$ cat config.mk
export PLATFORM = sky130hd
export DESIGN_NAME = irq_vector_ctrl
export DESIGN_NICKNAME = d
export VERILOG_FILES = /design/src/rtl/irq_vec_pkg.sv /design/src/rtl/irq_sync.sv /design/src/rtl/irq_pick.sv /design/src/rtl/irq_vec_table.sv /design/src/rtl/irq_vector_ctrl.sv
export SDC_FILE = /design/constraint.sdc
export NUM_CORES = 2
export LEC_CHECK = 0
export ABC_AREA = 1
export BUFFER_PORTS_ARGS = -buffer_cell sky130_fd_sc_hd__buf_2
export CORE_ASPECT_RATIO = 1.25
export CORE_UTILIZATION = 40
export CTS_CLUSTER_DIAMETER = 40
export CTS_CLUSTER_SIZE = 10
export DETAILED_ROUTE_END_ITERATION = 12
export PLACE_DENSITY = 0.65
export SKIP_CTS_REPAIR_TIMING = 1
export SLEW_MARGIN = 0
export SYNTH_ARGS = -nofsm -noshare
export SYNTH_HDL_FRONTEND = slang
export SYNTH_HIERARCHICAL = 1
export SYNTH_SLANG_ARGS = --single-unit
$ cat constraint.sdc
create_clock -name clk -period 2.82 [get_ports clk]
set_input_delay 0.564 -clock clk [delete_from_list [all_inputs] [get_ports clk]]
set_output_delay 0.564 -clock clk [all_outputs]
set_load 0.01 [all_outputs]
$ cat src/rtl/irq_vec_pkg.sv
package irq_vec_pkg;

    // control word: en is bit 0, pol is bit 1
    typedef struct packed {
        logic pol;
        logic en;
    } ctl_t;

    localparam int REG_CTL  = 0;
    localparam int REG_RAW  = 1;
    localparam int REG_SET  = 2;
    localparam int REG_CLR  = 3;
    localparam int REG_MASK = 4;
    localparam int REG_VEC  = 5;
    localparam int REG_TRIG = 6;
    localparam int REG_EOI  = 7;
    localparam int TBL_BASE = 32;

endpackage

$ cat src/rtl/irq_sync.sv
module irq_sync #(
    parameter int WIDTH  = 32,
    parameter int STAGES = 2
) (
    input  logic             clk,
    input  logic             rst_n,
    input  logic [WIDTH-1:0] async_in,
    output logic [WIDTH-1:0] sync_out
);
    logic [STAGES-1:0][WIDTH-1:0] chain_d, chain_q;

    always_comb begin
        chain_d[0] = async_in;
        for (int s = 1; s < STAGES; s++) begin
            chain_d[s] = chain_q[s-1];
        end
    end

    genvar g;
    generate
        for (g = 0; g < STAGES; g++) begin : g_stage
            always_ff @(posedge clk or negedge rst_n) begin
                if (!rst_n) chain_q[g] <= '0;
                else        chain_q[g] <= chain_d[g];
            end
        end
    endgenerate

    assign sync_out = chain_q[STAGES-1];
endmodule

$ cat src/rtl/irq_pick.sv
module irq_pick #(
    parameter int WIDTH = 32,
    localparam int IDX_W = (WIDTH > 1) ? $clog2(WIDTH) : 1
) (
    input  logic [WIDTH-1:0] req,
    output logic             valid,
    output logic [IDX_W-1:0] idx
);
    always_comb begin
        valid = 1'b0;
        idx   = '0;
        for (int i = WIDTH - 1; i >= 0; i--) begin
            if (req[i]) begin
                valid = 1'b1;
                idx   = IDX_W'(i);
            end
        end
    end
endmodule

$ cat src/rtl/irq_vec_table.sv
module irq_vec_table #(
    parameter int DEPTH = 32,
    parameter int DW    = 32,
    localparam int IDX_W = (DEPTH > 1) ? $clog2(DEPTH) : 1
) (
    input  logic             clk,
    input  logic             we,
    input  logic [IDX_W-1:0] widx,
    input  logic [DW-1:0]    wdata,
    input  logic [IDX_W-1:0] ridx_a,
    output logic [DW-1:0]    rdata_a,
    input  logic [IDX_W-1:0] ridx_b,
    output logic [DW-1:0]    rdata_b
);
    logic [DW-1:0] entry_q [DEPTH];

    always_ff @(posedge clk) begin
        if (we) entry_q[widx] <= wdata;
    end

    assign rdata_a = (int'(ridx_a) < DEPTH) ? entry_q[ridx_a] : '0;
    assign rdata_b = (int'(ridx_b) < DEPTH) ? entry_q[ridx_b] : '0;
endmodule

$ cat src/rtl/irq_vector_ctrl.sv
module irq_vector_ctrl
    import irq_vec_pkg::*;
#(
    parameter int NUM_SRC = 32,
    parameter int DW      = 32,
    parameter int ADDR_W  = 6,
    parameter int SYNC_STAGES = 2
) (
    input  logic               clk,
    input  logic               rst_n,
    input  logic [NUM_SRC-1:0] irq_in,
    input  logic               wr_en,
    input  logic               rd_en,
    input  logic [ADDR_W-1:0]  addr,
    input  logic [DW-1:0]      wdata,
    output logic [DW-1:0]      rdata,
    output logic               irq_out
);
    localparam int IDX_W = (NUM_SRC > 1) ? $clog2(NUM_SRC) : 1;

    typedef struct packed {
        ctl_t               ctl;
        logic [NUM_SRC-1:0] mask;
        logic [NUM_SRC-1:0] trig;
        logic               busy;
        logic [IDX_W-1:0]   cur;
        logic [DW-1:0]      rdata;
    } state_t;

    state_t s_d, s_q;

    logic [NUM_SRC-1:0] sync_irq;
    logic [NUM_SRC-1:0] raw;
    logic [NUM_SRC-1:0] pend;
    logic               pick_valid;
    logic [IDX_W-1:0]   pick_idx;
    logic [ADDR_W-1:0]  tbl_off;
    logic               tbl_hit;
    logic [DW-1:0]      tbl_rd;
    logic [DW-1:0]      vec_rd;
    logic               eoi_wr;
    logic               active;

    irq_sync #(.WIDTH(NUM_SRC), .STAGES(SYNC_STAGES)) u_sync (
        .clk      (clk),
        .rst_n    (rst_n),
        .async_in (irq_in),
        .sync_out (sync_irq)
    );

    assign raw  = sync_irq | s_q.trig;
    assign pend = raw & s_q.mask;

    irq_pick #(.WIDTH(NUM_SRC)) u_pick (
        .req   (pend),
        .valid (pick_valid),
        .idx   (pick_idx)
    );

    assign tbl_off = addr - ADDR_W'(TBL_BASE);
    assign tbl_hit = (addr >= ADDR_W'(TBL_BASE)) && (tbl_off < ADDR_W'(NUM_SRC));

    irq_vec_table #(.DEPTH(NUM_SRC), .DW(DW)) u_table (
        .clk     (clk),
        .we      (wr_en && tbl_hit),
        .widx    (tbl_off[IDX_W-1:0]),
        .wdata   (wdata),
        .ridx_a  (tbl_off[IDX_W-1:0]),
        .rdata_a (tbl_rd),
        .ridx_b  (s_q.cur),
        .rdata_b (vec_rd)
    );

    assign eoi_wr = wr_en && (addr == ADDR_W'(REG_EOI));

    always_comb begin
        s_d = s_q;

        if (wr_en) begin
            case (addr)
                ADDR_W'(REG_CTL):  s_d.ctl  = ctl_t'(wdata[1:0]);
                ADDR_W'(REG_SET):  s_d.mask = s_q.mask | wdata[NUM_SRC-1:0];
                ADDR_W'(REG_CLR):  s_d.mask = s_q.mask & ~wdata[NUM_SRC-1:0];
                ADDR_W'(REG_TRIG): s_d.trig = wdata[NUM_SRC-1:0];
                default: ;
            endcase
        end

        if (eoi_wr) begin
            if (s_q.busy) s_d.trig[s_q.cur] = 1'b0;
            s_d.busy = 1'b0;
        end else if (!s_q.busy && s_q.ctl.en && pick_valid) begin
            s_d.busy = 1'b1;
            s_d.cur  = pick_idx;
        end

        if (rd_en) begin
            case (addr)
                ADDR_W'(REG_CTL):  s_d.rdata = DW'({s_q.ctl.pol, s_q.ctl.en});
                ADDR_W'(REG_RAW):  s_d.rdata = DW'(raw);
                ADDR_W'(REG_MASK): s_d.rdata = DW'(s_q.mask);
                ADDR_W'(REG_VEC):  s_d.rdata = s_q.busy ? vec_rd : '0;
                ADDR_W'(REG_TRIG): s_d.rdata = DW'(s_q.trig);
                default:           s_d.rdata = tbl_hit ? tbl_rd : '0;
            endcase
        end
    end

    always_ff @(posedge clk or negedge rst_n) begin
        if (!rst_n) s_q <= '0;
        else        s_q <= s_d;
    end

    assign active  = s_q.busy && s_q.ctl.en;
    assign irq_out = s_q.ctl.pol ? active : ~active;
    assign rdata   = s_q.rdata;

    function automatic logic is_lowest(input logic [NUM_SRC-1:0] v, input logic [IDX_W-1:0] k);
        logic r;
        r = v[k];
        for (int i = 0; i < NUM_SRC; i++) begin
            if (i < int'(k) && v[i]) r = 1'b0;
        end
        return r;
    endfunction

    // disabled controller keeps the output at the inactive level
    a_r2_idle_level: assert property (@(posedge clk) disable iff (!rst_n)
        !s_q.ctl.en |-> (irq_out == !s_q.ctl.pol));

    // set port sets every written one
    a_r3_set_bits: assert property (@(posedge clk) disable iff (!rst_n)
        (wr_en && addr == ADDR_W'(REG_SET)) |=>
        ((s_q.mask & $past(wdata[NUM_SRC-1:0])) == $past(wdata[NUM_SRC-1:0])));

    // clear port clears every written one
    a_r3_clr_bits: assert property (@(posedge clk) disable iff (!rst_n)
        (wr_en && addr == ADDR_W'(REG_CLR)) |=>
        ((s_q.mask & $past(wdata[NUM_SRC-1:0])) == '0));

    // capture happens and picks the lowest enabled pending source
    a_r6_lowest_pick: assert property (@(posedge clk) disable iff (!rst_n)
        (!s_q.busy && s_q.ctl.en && !eoi_wr && (|pend)) |=>
        (s_q.busy && is_lowest($past(pend), s_q.cur)));

    // captured source held until completion write
    a_r8_hold: assert property (@(posedge clk) disable iff (!rst_n)
        (s_q.busy && !eoi_wr) |=> (s_q.busy && $stable(s_q.cur)));

    // completion write releases the controller
    a_r8_release: assert property (@(posedge clk) disable iff (!rst_n)
        eoi_wr |=> !s_q.busy);

    // read data only moves after a read strobe
    a_r10_rdata_hold: assert property (@(posedge clk) disable iff (!rst_n)
        !rd_en |=> $stable(rdata));
endmodule

==> metrics.yaml <==
clock_tree:
  root_buffer: "clkbuf_16"
  clk_path_buf_depth: 3
  cts_tree: "yes"
  cts_sinks: 1192
  htree_levels: 4
  cts_buffers: 152
  cts.clk_slew.worst_paths_ns: 0.06
  worstSkewPairLatency_ns: 0.80
power:
  p_leak_nw: 28.4
  irDropWorstVdd_mv: 0.689
  powerDensity_nw_per_um2: 853
yosys:
  yosysWarnings: 6
  async_reset_ff_share_pct: 14.1
  synth_ff_type: "edfxtp_1"
  yosysSeqAreaShare_pct: 57.3
  ys_ff_latch: 1192
  syn_inst: 6983
  synth.cell_area_um2: 61100
  synth.area.top_cells: "edfxtp_1, nand2_1, nand3_1"
  synth_top_area_cell: "edfxtp_1"
  synth_top_area_share_pct: 50.4
  syn_area_per_cell_um2: 8.74
  yosysUniqueCellTypes: 37
  syn-num-nets: 7057
  synth_edf_count: 1024
detailed_routing:
  wl_per_cell_um: 25.0
  vias: 54356
  first_pass_iters: 7
  wl_um: 230000
  viasPerCell: 5.91
  drc: 0
  ant_nets: 0
  drt_iter0_markers: 7092
global_routing:
  track_usage_pct: 29.4
  grt_remaining_overflow: 0
  grt_pass1_wl_um: 334000
  grt_max_degree: 105
  first_global_vias: 51843
  antenna_found_initial: 17
setup_path:
  critPathKind: "flip-flop to flip-flop"
  worst_setup_path_end_kind: "flip-flop"
  timing.rr.end: "rdata[23]"
  reg2reg_depth: 13
  cp_num_cells: 13
  path_max_fanout: 104
  critPathTopFamily: "simple AND/OR/NAND/NOR gates"
  timing.critical_path.from: "s_q[32]"
  crit_slowest_cell: "dfrtp_4"
  timing.rr.start: "s_q[32]"
  crit_chain: "buf_12 > nand2_1 > nand3_1 > nand3_1 > nand2_1 > nand2_1 > nand2_1 > nand2_1 > nand2_1 > nand2_1 > o21ai_1 > nor2_1 > a21oi_1"
  critical_path_buf_inv_count: 1
  startpoint_type: "flip-flop"
  crit_end: "rdata[23]"
  critPathMostFrequentCell: "nand2_1"
  crit_required_ns: 3.53
  r2r_slack_ns: 0.10
  critical_path_arrival_ns: 3.43
  critical_path.max_stage_delay_ns: 0.66
flow_run:
  maxCapViolations: 0
place:
  portBuffers: 106
  placed_area_um2: 65300
  dp_hpwl_um: 140000
  gp_congestion: 0.935
  post-place-cells: 8927
floorplanning:
  placement_rows: 159
  die_w_um: 351
  pin_count: 107
  start_util_pct: 40.5
  core-area_um2: 151000
  die_y_um: 439
  dieArea_um2: 154000
layout:
  fin_nets: 7179
  layout-drive-gt1-share_pct: 10.6
  final_area_um2: 70200
  stdcell_count: 9204
  syn_to_final_growth_pct: 15.0
  fillCellCount: 14111
  final_util_pct: 46.6
sta:
  rsz0062_at_grt: "true"
  setup_viol: 0
  slew_headroom_pct: 33.5
  tightest_slew_ns: 0.996
  fin_skew_ns: 0.0310
  fmax_mhz: 368
  slew_violations: 0
  holdWs_ns: 0.290
  finalHoldViolCount: 0
  min_period_ns: 2.72
  timing.final.crit_share_pct: 96.3
  tns_ns: 0
hold_path:
  min_path_cells: 3
  hold_class: "input pin to flip-flop"
status:
  run_status: "finished, final reports clean"
[per-layer routing]
metal / GRT usage [%] / part of all wire, %
met5: 0 / 0.013
met2: 46.3 / 46
met4: 21.1 / 7.8
met3: 6.11 / 12
met1: 35.9 / 35
[synth_stat cells, types with 10 or more instances]
cell type	n
buf_1	42
or2_2	28
a21oi_1	105
nand3_2	20
clkbuf_1	53
inv_2	10
o21ai_1	39
buf_6	126
nand2_1	3099
nor3_1	34
edfxtp_1	1024
dfrtp_1	168
inv_1	89
buf_2	193
a31oi_1	33
o21a_1	29
buf_4	102
o21ai_0	21
nor2_1	155
nand3_1	1579
[stage by stage]
| stage | total power [mW] | setup slack, ns |
|---|---|---|
| final | 59.9 | 0.103 |
| after global routing | 62.0 | -0.0582 |
| after CTS | 59.1 | 0.153 |
| after detailed placement | 41.2 | 0.108 |
| after global placement | 40.9 | -0.0357 |
| after floorplan | 32.9 | -0.349 |
[cells in the final DEF (no fill, tap or decap), types with 6 or more instances in the layout]
cell type	instances
nor2_2	7
nand3_1	1579
a31oi_1	33
a21oi_1	105
nor2_1	121
inv_1	86
buf_4	205
buf_12	143
clkinv_2	10
nand4_1	6
o21a_1	29
buf_2	101
dfrtp_1	163
nand2_1	3098
clkbuf_1	31
nand3_2	20
nor2_4	34
o21ai_0	21
inv_2	6
inv_6	7
dlygate4sd3_1	33
or2_2	28
nor3_1	34
clkbuf_16	160
o21ai_1	39
diode_2	9
clkinv_1	12
edfxtp_1	1024
[area by class of cell]
cell class | count | area [um^2] | area share, %
tap | 2012 | 2520 | 3.59
timing repair buffer | 486 | 5290 | 7.54
multi-input combinational | 5172 | 22400 | 31.9
sequential | 1192 | 35000 | 49.8
antenna | 9 | 22.5 | 0.0321
inverter | 101 | 449 | 0.640
clock buffer | 193 | 4150 | 5.91
clock inverter | 39 | 384 | 0.547
[logic make-up (layout without fill, tap and decap cells)]
kind of cell / after synthesis / count (layout) / synth area share (%)
and+or+nand+nor: 4937 / 4937 / 34.2
AOI/OAI and AO/OA: 234 / 234 / 2.14
xor gates and xnor gates: 1 / 1 / 0.0143
DFF: 1192 / 1192 / 57.3
other: 0 / 9 / 0
buffers and inverters: 619 / 819 / 6.44
[worst min-delay path by stage]
stage / start / end / slack, ns
floorplan: rst_n / asynchronous set/reset pin / 0.27
global placement: u_sync/chain_d[33] / u_sync/sync_out[1] / 0.33
detailed placement: u_sync/chain_d[53] / u_sync/sync_out[21] / 0.33
CTS: rst_n / u_sync/sync_out[5] / -0.21
global route: addr[5] / rdata[22] / 0.29
finish: addr[5] / rdata[22] / 0.29
[sequential cells by signal, summed over array words and instances, names as in the netlist, named ones only]
signal,cells
rdata,32
s_q,40
u_sync/chain_d,32
u_sync/sync_out,32
u_table/entry_q,1024
[tightest hold or removal path, delay by kind of cell]
kind,cells,cell delay (ns)
buffers and inverters,1,0.22
AO/OA/AOI/OAI,2,0.24
[where the power goes]
group          total, mW  switching, mW  leakage [nW]  internal (mW)
sequential          20.1          0.530          11.2           19.6
clock               18.1           7.41          2.20           10.7
combinational       21.7           14.8          15.1           6.84
total               59.9           22.8          28.4           37.1
Note: power is estimated with default switching activity, not from simulation.
